[config.mk]
export PLATFORM = sky130hd
export DESIGN_NAME = xnor_pair_engine
export DESIGN_NICKNAME = d
export VERILOG_FILES = /design/src/rtl/xnor_pair_engine.sv
export SDC_FILE = /design/constraint.sdc
export NUM_CORES = 1
export LEC_CHECK = 0
export BUFFER_PORTS_ARGS = -buffer_cell sky130_fd_sc_hd__buf_2
export CORE_MARGIN = 2
export CORE_UTILIZATION = 25
export CTS_CLUSTER_SIZE = 14
export DETAILED_ROUTE_END_ITERATION = 8
export GPL_ROUTABILITY_DRIVEN = 1
export PLACE_DENSITY = 0.35
export SYNTH_ARGS = -nofsm -noshare
export SYNTH_HDL_FRONTEND = slang
export SYNTH_SLANG_ARGS = --single-unit
[constraint.sdc]
create_clock -name clk -period 13.62 [get_ports clk]
set_clock_uncertainty 0.2 [all_clocks]
set_input_delay 1.362 -clock clk [delete_from_list [all_inputs] [get_ports clk]]
set_output_delay 1.362 -clock clk [all_outputs]
set_load 0.01 [all_outputs]
[src/rtl/xnor_pair_engine.sv]
module xnor_pair_engine #(
  parameter int ROWS = 16,
  parameter int COLS = 32,
  localparam int AW = $clog2(ROWS)
) (
  input  logic            clk,
  input  logic            rst_n,
  input  logic            wr_en,
  input  logic [AW-1:0]   wr_addr,
  input  logic [COLS-1:0] wr_data,
  input  logic [AW-1:0]   rd_addr,
  output logic [COLS-1:0] rd_data,
  input  logic            start,
  input  logic            cam_mode,
  input  logic [AW-1:0]   row_a,
  input  logic [AW-1:0]   row_b,
  input  logic [COLS-1:0] key,
  output logic [COLS-1:0] result,
  output logic            match,
  output logic            busy,
  output logic            done
);
  typedef enum logic [2:0] {PH_IDLE, PH_PRE, PH_EVAL, PH_SENSE, PH_REST} phase_t;

  phase_t          phase;
  logic [COLS-1:0] mem [ROWS];
  logic [AW-1:0]   sel_a, sel_b;
  logic            srch;
  logic [COLS-1:0] key_q, line, opnd_b, agree;

  assign busy   = (phase != PH_IDLE);
  assign done   = (phase == PH_REST);
  assign opnd_b = srch ? key_q : mem[sel_b];
  assign agree  = ~(mem[sel_a] ^ opnd_b);

  always_ff @(posedge clk) begin
    if (wr_en && !busy) mem[wr_addr] <= wr_data;
    rd_data <= mem[rd_addr];
  end

  always_ff @(posedge clk) begin
    if (!rst_n) begin
      phase  <= PH_IDLE;
      sel_a  <= '0;
      sel_b  <= '0;
      srch   <= 1'b0;
      key_q  <= '0;
      line   <= '0;
      result <= '0;
      match  <= 1'b0;
    end else begin
      case (phase)
        PH_IDLE: if (start) begin
          sel_a <= row_a;
          sel_b <= row_b;
          srch  <= cam_mode;
          key_q <= key;
          phase <= PH_PRE;
        end
        PH_PRE: begin
          line  <= '1;
          phase <= PH_EVAL;
        end
        PH_EVAL: begin
          line   <= line & agree;
          result <= line & agree;
          match  <= &(line & agree);
          phase  <= PH_SENSE;
        end
        PH_SENSE: phase <= PH_REST;
        default: begin
          line  <= '0;
          phase <= PH_IDLE;
        end
      endcase
    end
  end
endmodule

# Word level (Yosys, flattened, before mapping)
# Memories as Yosys holds them, arrays and structs flattened. A register that Yosys moved wholly into a read port is not among the register bits.
# Index checks and enable logic that the tools add are counted.
dict set report word_totals {
  register_bits 109
  ramBits 512
  word_cells 34
  memories 1
}
# memory words word_bits read_ports rd_ports_with_merged_regs write_ports line
set memory_table {}
lappend memory_table {mem 16 32 3 3 1 26} ;# logic [COLS-1:0] mem [ROWS];
dict set report classes {
  n_eq_ne 5
  n_mux 10
  bitwise_logic 3
  n_reduce_logical 7
}
# cell count
set ops {}
lappend ops {{one-hot mux 32 bit (3 select lines)} 1}
lappend ops {{bitwise AND 32 bit} 1}
lappend ops {{two-way mux 32 bit} 1}
lappend ops {{NOT 32 bit} 1}
lappend ops {{AND reduction 32 bit} 1}
lappend ops {{bitwise XOR 32 bit} 1}
lappend ops {{two-way mux 4 bit} 4}
lappend ops {{one-hot mux 3 bit (4 select lines)} 1}
lappend ops {{== test 3 x 2 -> 1 bit (second input constant)} 2}
lappend ops {{== test 3 x 1 -> 1 bit (second input constant)} 1}
lappend ops {{== test 3 bit (second input constant)} 1}
lappend ops {{logical NOT 3 bit} 1}
lappend ops {{two-way mux 3 bit} 1}
lappend ops {{nonzero test 3 bit} 1}
lappend ops {{two-way mux 1 bit} 2}
lappend ops {{!= test 2 bit (second input constant)} 1}
lappend ops {{AND reduction 2 bit} 1}
lappend ops {{OR reduction 2 bit} 1}
lappend ops {{logical AND 1 bit} 1}
lappend ops {{logical NOT 1 bit} 1}

# Longest topological paths before layout
# Gate-level depths: netlist (run 1).
dict set report logic_depth {
  depth_word 5
  depth_mapped 13
  depth_no_buf 9
}

# Least setup slack after synthesis (run 1)
# No wires, ideal clock.
dict set report synth_timing {
  kind {in2reg}
  startpoint {input port wr_addr[1]}
  endpoint {memory mem[0][0], enable pin}
  arrival_time_ns 4.003
  path_slack_ns 8.956
  cell_stages 2
  n_path_buf 0
  path_cell_list {or3_1 -> nor3_1}
}
# element line
set synth_lines {}
lappend synth_lines {{from (decl)} 9} ;# input logic [AW-1:0] wr_addr,
lappend synth_lines {{to (decl)} 26}
# No word-level cell before the write port.

==> metrics, run 1 <==
Leakage 11.7 nW; share of cells above drive strength 1 37.1%; Final ANT Viol Nets 0; H-tree lvl count 3; CTS buffer count 85; area fraction of the dominant cell type after synthesis 47.3%; Post-Syn Instances 1913; WHS Path Cells 2; most common cell after layout, fill and taps aside edfxtp_1; sequential share of power 44.0%; # clock sinks 661; Crit path required time 14.02 ns; minimum clock period after layout 5.72 ns; final cell count without fillers 3858; Worst R2R Path Depth 10; Critical Path Start Type register; CP peak stage delay 0.93 ns; most used cell, CP buf_4; Cell Int Power 3.85 mW; Sw Ratio 26.2%; setup TNS 0 ns; All-Layer GR Usage 18.7%; post-DR wirelength/cell 32.1 um; dpl cells 3696; DR iter-0 viols 1922; design area 38100 sq um; worst hold margin 0.262 ns; final core utilization 29.5%; DRC Markers 0; Placed Area 35300 sq um; Max stage delay cell, worst path dfxtp_4; final setup margin 7.90 ns; Layout area overhead 17.1%; crit-path cells buf_4 -> buf_4 -> mux4_2 -> a22oi_1 -> nand3_1 -> mux2_2 -> nor4_1 -> nand4_1 -> o41ai_1 -> and2_1; total gr overflow 0; Synth area leader edfxtp_1; final setup vio count 0; Fill cells 12641; Critical Path AT 6.12 ns; Gate power share 12.5%; Slew @ Worst Pin 1.10 ns; unrepaired setup endpoints after global routing false; post-DP HPWL 67700 um; Hold-fix buffers, CTS 0; first-pass GRT wire length 172000 um; Crit Path Class register to register; final hold viol count 0; PortBufs 151; Highest Clock Rate 175 MHz; starting density of the core 25.1%; Setup crit end kind register; initial antenna violation count 11; Pwr Total 5.22 mW; synth top area cells edfxtp_1, mux4_2, dfxtp_1; vias 20120; power density cells 137 nW/um^2; CP Max Fanout 40; Yosys cell types 42; later-pin clock latency in the skew report 0.66 ns; CTS clk-pin slew, worst paths 0.06 ns; sw power 1.36 mW; Std-Cell Rows 132; CTS tree yes; Syn Area/Cell 17.0 sq um; status finished, final reports clean; largest net degree at the start of global routing 62; post_cts resized 0; Root Driver clkbuf_16; core area 129000 sq um; die area 133000 sq um; Post-synth EDFFs 512; # IOs 152; post-synth net total 1998; RD Place Congestion 0.738; hold crit path type register to register; Rel. slew slack 26.3%; Max Cap Viol 0; Post-Syn Area 32500 sq um; Post-synth ARST share 0%; die height 365 um; final WL 124000 um; CTS Buffer Depth 3; Pre-antenna DRT Iters 7; vias in the first global route 20938; vias per cell 5.22; dpl ws 7.87 ns; Max VDD drop 83.5 uV; post-CTS setup buffer count 0; clock share of power 43.5%; register bit count reported by yosys 661; commonest non-fill, non-tap cells in the layout edfxtp_1, mux4_2, nand2_1; fin. max-slew vios 0; crit share post-route 42.0%; Ys Warns 0; DIE WIDTH 365 um; post-synthesis sequential area ratio 56.5%; Nets 2126; ys flop type edfxtp_1
-- flip-flops by register name, summed over array words and instances (netlist names), named ones only --
signal   cells
key_q       32
line        32
match        1
mem        512
phase        3
rd_data     32
result      32
sel_a        4
sel_b        4
srch         1
-- worst paths after layout --
check                        startpoint  slack (ns)            endpoint
hold reg to reg   sel_b[0]$_SDFFE_PN0P_        0.26            register
setup / recovery               register        7.90  match$_SDFFE_PN0P_
hold / removal    sel_b[0]$_SDFFE_PN0P_        0.26            register
setup reg to reg               register        7.90  match$_SDFFE_PN0P_
-- Yosys cell counts (all sizes together), types with 2 or more instances --
cell type	instances
a221oi	8
xnor2	8
a22oi	48
mux4	416
a211oi	32
nand2	175
inv	8
nand3	21
or4	3
a22o	8
nand4	4
nor4	4
xor2	5
a21oi	66
buf	66
edfxtp	512
mux2	20
o22ai	32
and2	35
dfxtp	149
nor2b	3
o221a	5
o21ai	65
a21boi	47
or3	2
and3	2
nor3	7
clkbuf	95
mux2i	37
nand2b	3
nor2	23
-- per-layer routing --
metal	up-vias	track usage (%)	share of wire (%)
met3	180	3.10	5.5
met4	2	4.99	2.6
met5	-	0	0.0081
met1	10900	25.1	43
met2	736	31.2	49
li1	8302	-	-
-- power groups by stage --
stage	clock network, mW	logic (mW)	registers (mW)
after floorplan	0	0.420	2.30
after global placement	0	0.663	2.34
after detailed placement	0	0.664	2.34
after CTS	2.33	0.666	2.30
after global routing	2.41	0.701	2.30
final	2.27	0.652	2.30
-- layout make-up --
cell class	instances	area, sq um	share of cell area (%)
well taps	1742	2180	5.72
flip-flops and latches	661	18400	48.3
diodes	2	5.00	0.0131
clock buffers	129	2460	6.45
clock inverters	31	324	0.851
multi-input cells	1083	13600	35.6
repair buffers	202	1160	3.04
inverters	8	30.0	0.0788
-- kinds of logic (layout without fill, tap and decap cells) --
| group | count (synthesis) | after routing | synth area share, % |
|---|---|---|---|
| and+or+nand+nor | 284 | 284 | 3.90 |
| xor gates and xnor gates | 13 | 13 | 0.350 |
| buffers and inverters | 169 | 370 | 2.30 |
| other | 0 | 2 | 0 |
| DFF | 661 | 661 | 56.5 |
| AOI/OAI and AO/OA | 313 | 313 | 6.23 |
| muxes | 473 | 473 | 30.8 |
-- critical path, delay by kind of cell (launching register included) --
family | cells | cell delay [ns]
compound gates | 2 | 0.67
mux | 2 | 0.91
buf+inv | 2 | 1.51
flops | 1 | 0.93
simple gates | 4 | 1.35
No activity file was read; power rests on OpenSTA's default activity.
==> run 2, diff against run 1 <==
--- a/config.mk
+++ b/config.mk
@@ -5,6 +5,7 @@
 export SDC_FILE = /design/constraint.sdc
 export NUM_CORES = 1
 export LEC_CHECK = 0
+export ABC_AREA = 1
 export BUFFER_PORTS_ARGS = -buffer_cell sky130_fd_sc_hd__buf_2
 export CORE_MARGIN = 2
 export CORE_UTILIZATION = 25
==> constraint.sdc (replaced) <==
create_clock -name clk -period 5.37 [get_ports clk]
set_clock_uncertainty 0.2 [all_clocks]
set_input_delay 0.537 -clock clk [delete_from_list [all_inputs] [get_ports clk]]
set_output_delay 0.537 -clock clk [all_outputs]
set_load 0.01 [all_outputs]
==> metrics, run 2 <==
post-synth net total 4544; Post-Syn Area 35900 sq um; CTS clk-pin slew, worst paths 0.06 ns; Std-Cell Rows 139; power density cells 341 nW/um^2; post_cts resized 0; share of cells above drive strength 1 9.51%; RD Place Congestion 0.808; status finished, final reports clean; # clock sinks 661; hold crit path type input port to register; most frequent cells after synthesis nand2_1, nand3_1, edfxtp_1; post-DR wirelength/cell 25.5 um; PortBufs 151; synth top area cells edfxtp_1, nand2_1, nand3_1; ys flop type edfxtp_1; setup TNS 0 ns; top-count cell post-synth nand2_1; vias per cell 5.04; Highest Clock Rate 262 MHz; Ys Warns 0; first-pass GRT wire length 232000 um; All-Layer GR Usage 22.0%; hold path start wr_data[11]; Slew @ Worst Pin 1.18 ns; vias in the first global route 31058; Root Driver clkbuf_16; final WL 165000 um; register bit count reported by yosys 661; total gr overflow 0; later-pin clock latency in the skew report 0.71 ns; Synth area leader edfxtp_1; DIE WIDTH 383 um; Crit Path Class register to register; reg2reg setup slack 1.55 ns; final setup margin 1.55 ns; crit share post-route 71.2%; Post-Syn Instances 4459; commonest non-fill, non-tap cells in the layout nand2_1, nand3_1, edfxtp_1; # IOs 152; initial antenna violation count 7; Critical Path AT 4.27 ns; capturing point of the worst reg2reg path match$_SDFFE_PN0P_; die area 147000 sq um; dpl ws 1.51 ns; Post-synth ARST share 0%; fin. max-slew vios 0; Syn Area/Cell 8.05 sq um; H-tree lvl count 3; Biggest register mem; Crit path required time 5.82 ns; Worst R2R Path Depth 15; Final ANT Viol Nets 0; post-synthesis sequential area ratio 51.1%; Yosys cell types 25; minimum clock period after layout 3.82 ns; CTS tree yes; Critical Path Start Type register; diode count 0; die height 383 um; Layout area overhead 16.5%; DR iter-0 viols 3208; CTS buffer count 87; final core utilization 29.2%; vias 32579; WHS Path Cells 1; core area 143000 sq um; Post-synth EDFFs 512; Rel. slew slack 21.3%; Max VDD drop 228 uV; max reg flops 512; Worst Hold End mem[11][11]$_DFFE_PP_; largest net degree at the start of global routing 164; CTS Buffer Depth 3; most common cell after layout, fill and taps aside nand2_1; post-DP HPWL 96200 um; area fraction of the dominant cell type after synthesis 42.8%; starting density of the core 25.1%; Setup crit end kind register; Leakage 16.0 nW; unrepaired setup endpoints after global routing false; Pre-antenna DRT Iters 8; final setup vio count 0; Max Cap Viol 0; Nets 4575; final hold viol count 0; DRC Markers 0; CP Max Fanout 32
run 2: report_power, final:
part / total, mW / switching, mW / leakage (nW) / internal (mW)
Sequential: 5.75 / 0.104 / 5.85 / 5.65
Clock: 5.96 / 2.44 / 1.43 / 3.52
Combinational: 2.56 / 1.87 / 8.70 / 0.685
Total: 14.3 / 4.42 / 16.0 / 9.85
run 2: kinds of logic after synthesis:
logic type,Yosys count,synth area share (%)
flops,661,51.1
compound gates,992,15.6
buf+inv,709,8.80
simple gates,2097,24.5
run 2: layout make-up:
cell class	instances	area (sq um)
clock buffer	125	2570
tap	1903	2380
clock inverter	37	315
sequential	661	18400
multi-input combinational	3089	14500
timing repair buffer	294	2280
fill	15206	101000
inverter	357	1360
run 2: worst max-delay path by stage:
| stage | slack (ns) | start | cells after the start | to |
|---|---|---|---|---|
| after CTS | 1.50 | phase[0]$_SDFFE_PN0P_ | 6 | mem[4][7]$_DFFE_PP_ |
| after detailed placement | 1.51 | phase[0]$_SDFFE_PN0P_ | 6 | mem[4][25]$_DFFE_PP_ |
| final | 1.55 | register | 15 | match$_SDFFE_PN0P_ |
| after global routing | 1.30 | register | 16 | match$_SDFFE_PN0P_ |
| after floorplan | 2.40 | phase[0]$_SDFFE_PN0P_ | 5 | mem[0][0]$_DFFE_PP_ |
| after global placement | 1.54 | phase[0]$_SDFFE_PN0P_ | 6 | mem[4][25]$_DFFE_PP_ |
run 2: stage by stage:
| step | hold WS, ns | instances | total power, mW | cell area (sq um) |
|---|---|---|---|---|
| after floorplan | 0.221 | 4459 | 7.34 | 35900 |
| after global placement | 0.232 | 6247 | 8.39 | 38400 |
| after detailed placement | 0.238 | 6247 | 8.38 | 38400 |
| after CTS | 0.00102 | 6466 | 14.4 | 41800 |
| after global routing | 0.0451 | 6466 | 14.9 | 41800 |
| final | 0.0352 | 6466 | 14.3 | 41800 |
run 2: per-layer routing:
layer	wire length, um	vias up	GRT usage, %	share of wire (%)
li1	-	15386	-	-
met1	75400	15707	30.8	46
met2	73200	1256	34.2	44
met3	11100	222	3.70	6.7
met4	4810	8	7.18	2.9
met5	44	-	0	0.027
run 2: worst max-delay path, cell delays in order (launching register included):
cell	delay [ns]
dfxtp_4	0.35
clkinv_2	0.30
buf_4	0.31
buf_4	0.63
nand3_1	0.16
nand3_1	0.13
nand2_1	0.10
nand3_1	0.09
nand2_1	0.05
nor2_1	0.49
nand2_1	0.20
nor2_1	0.24
nand2_1	0.08
nor2_1	0.19
nand2_1	0.10
a21oi_2	0.11
run 2: repair_timing:
action / 4_1_cts / 5_1_grt
buffers inserted: 0 / 0
endpoints found under the hold margin: 276 / 0
hold buffers: 57 / 0
endpoints found under the setup margin: 0 / 0
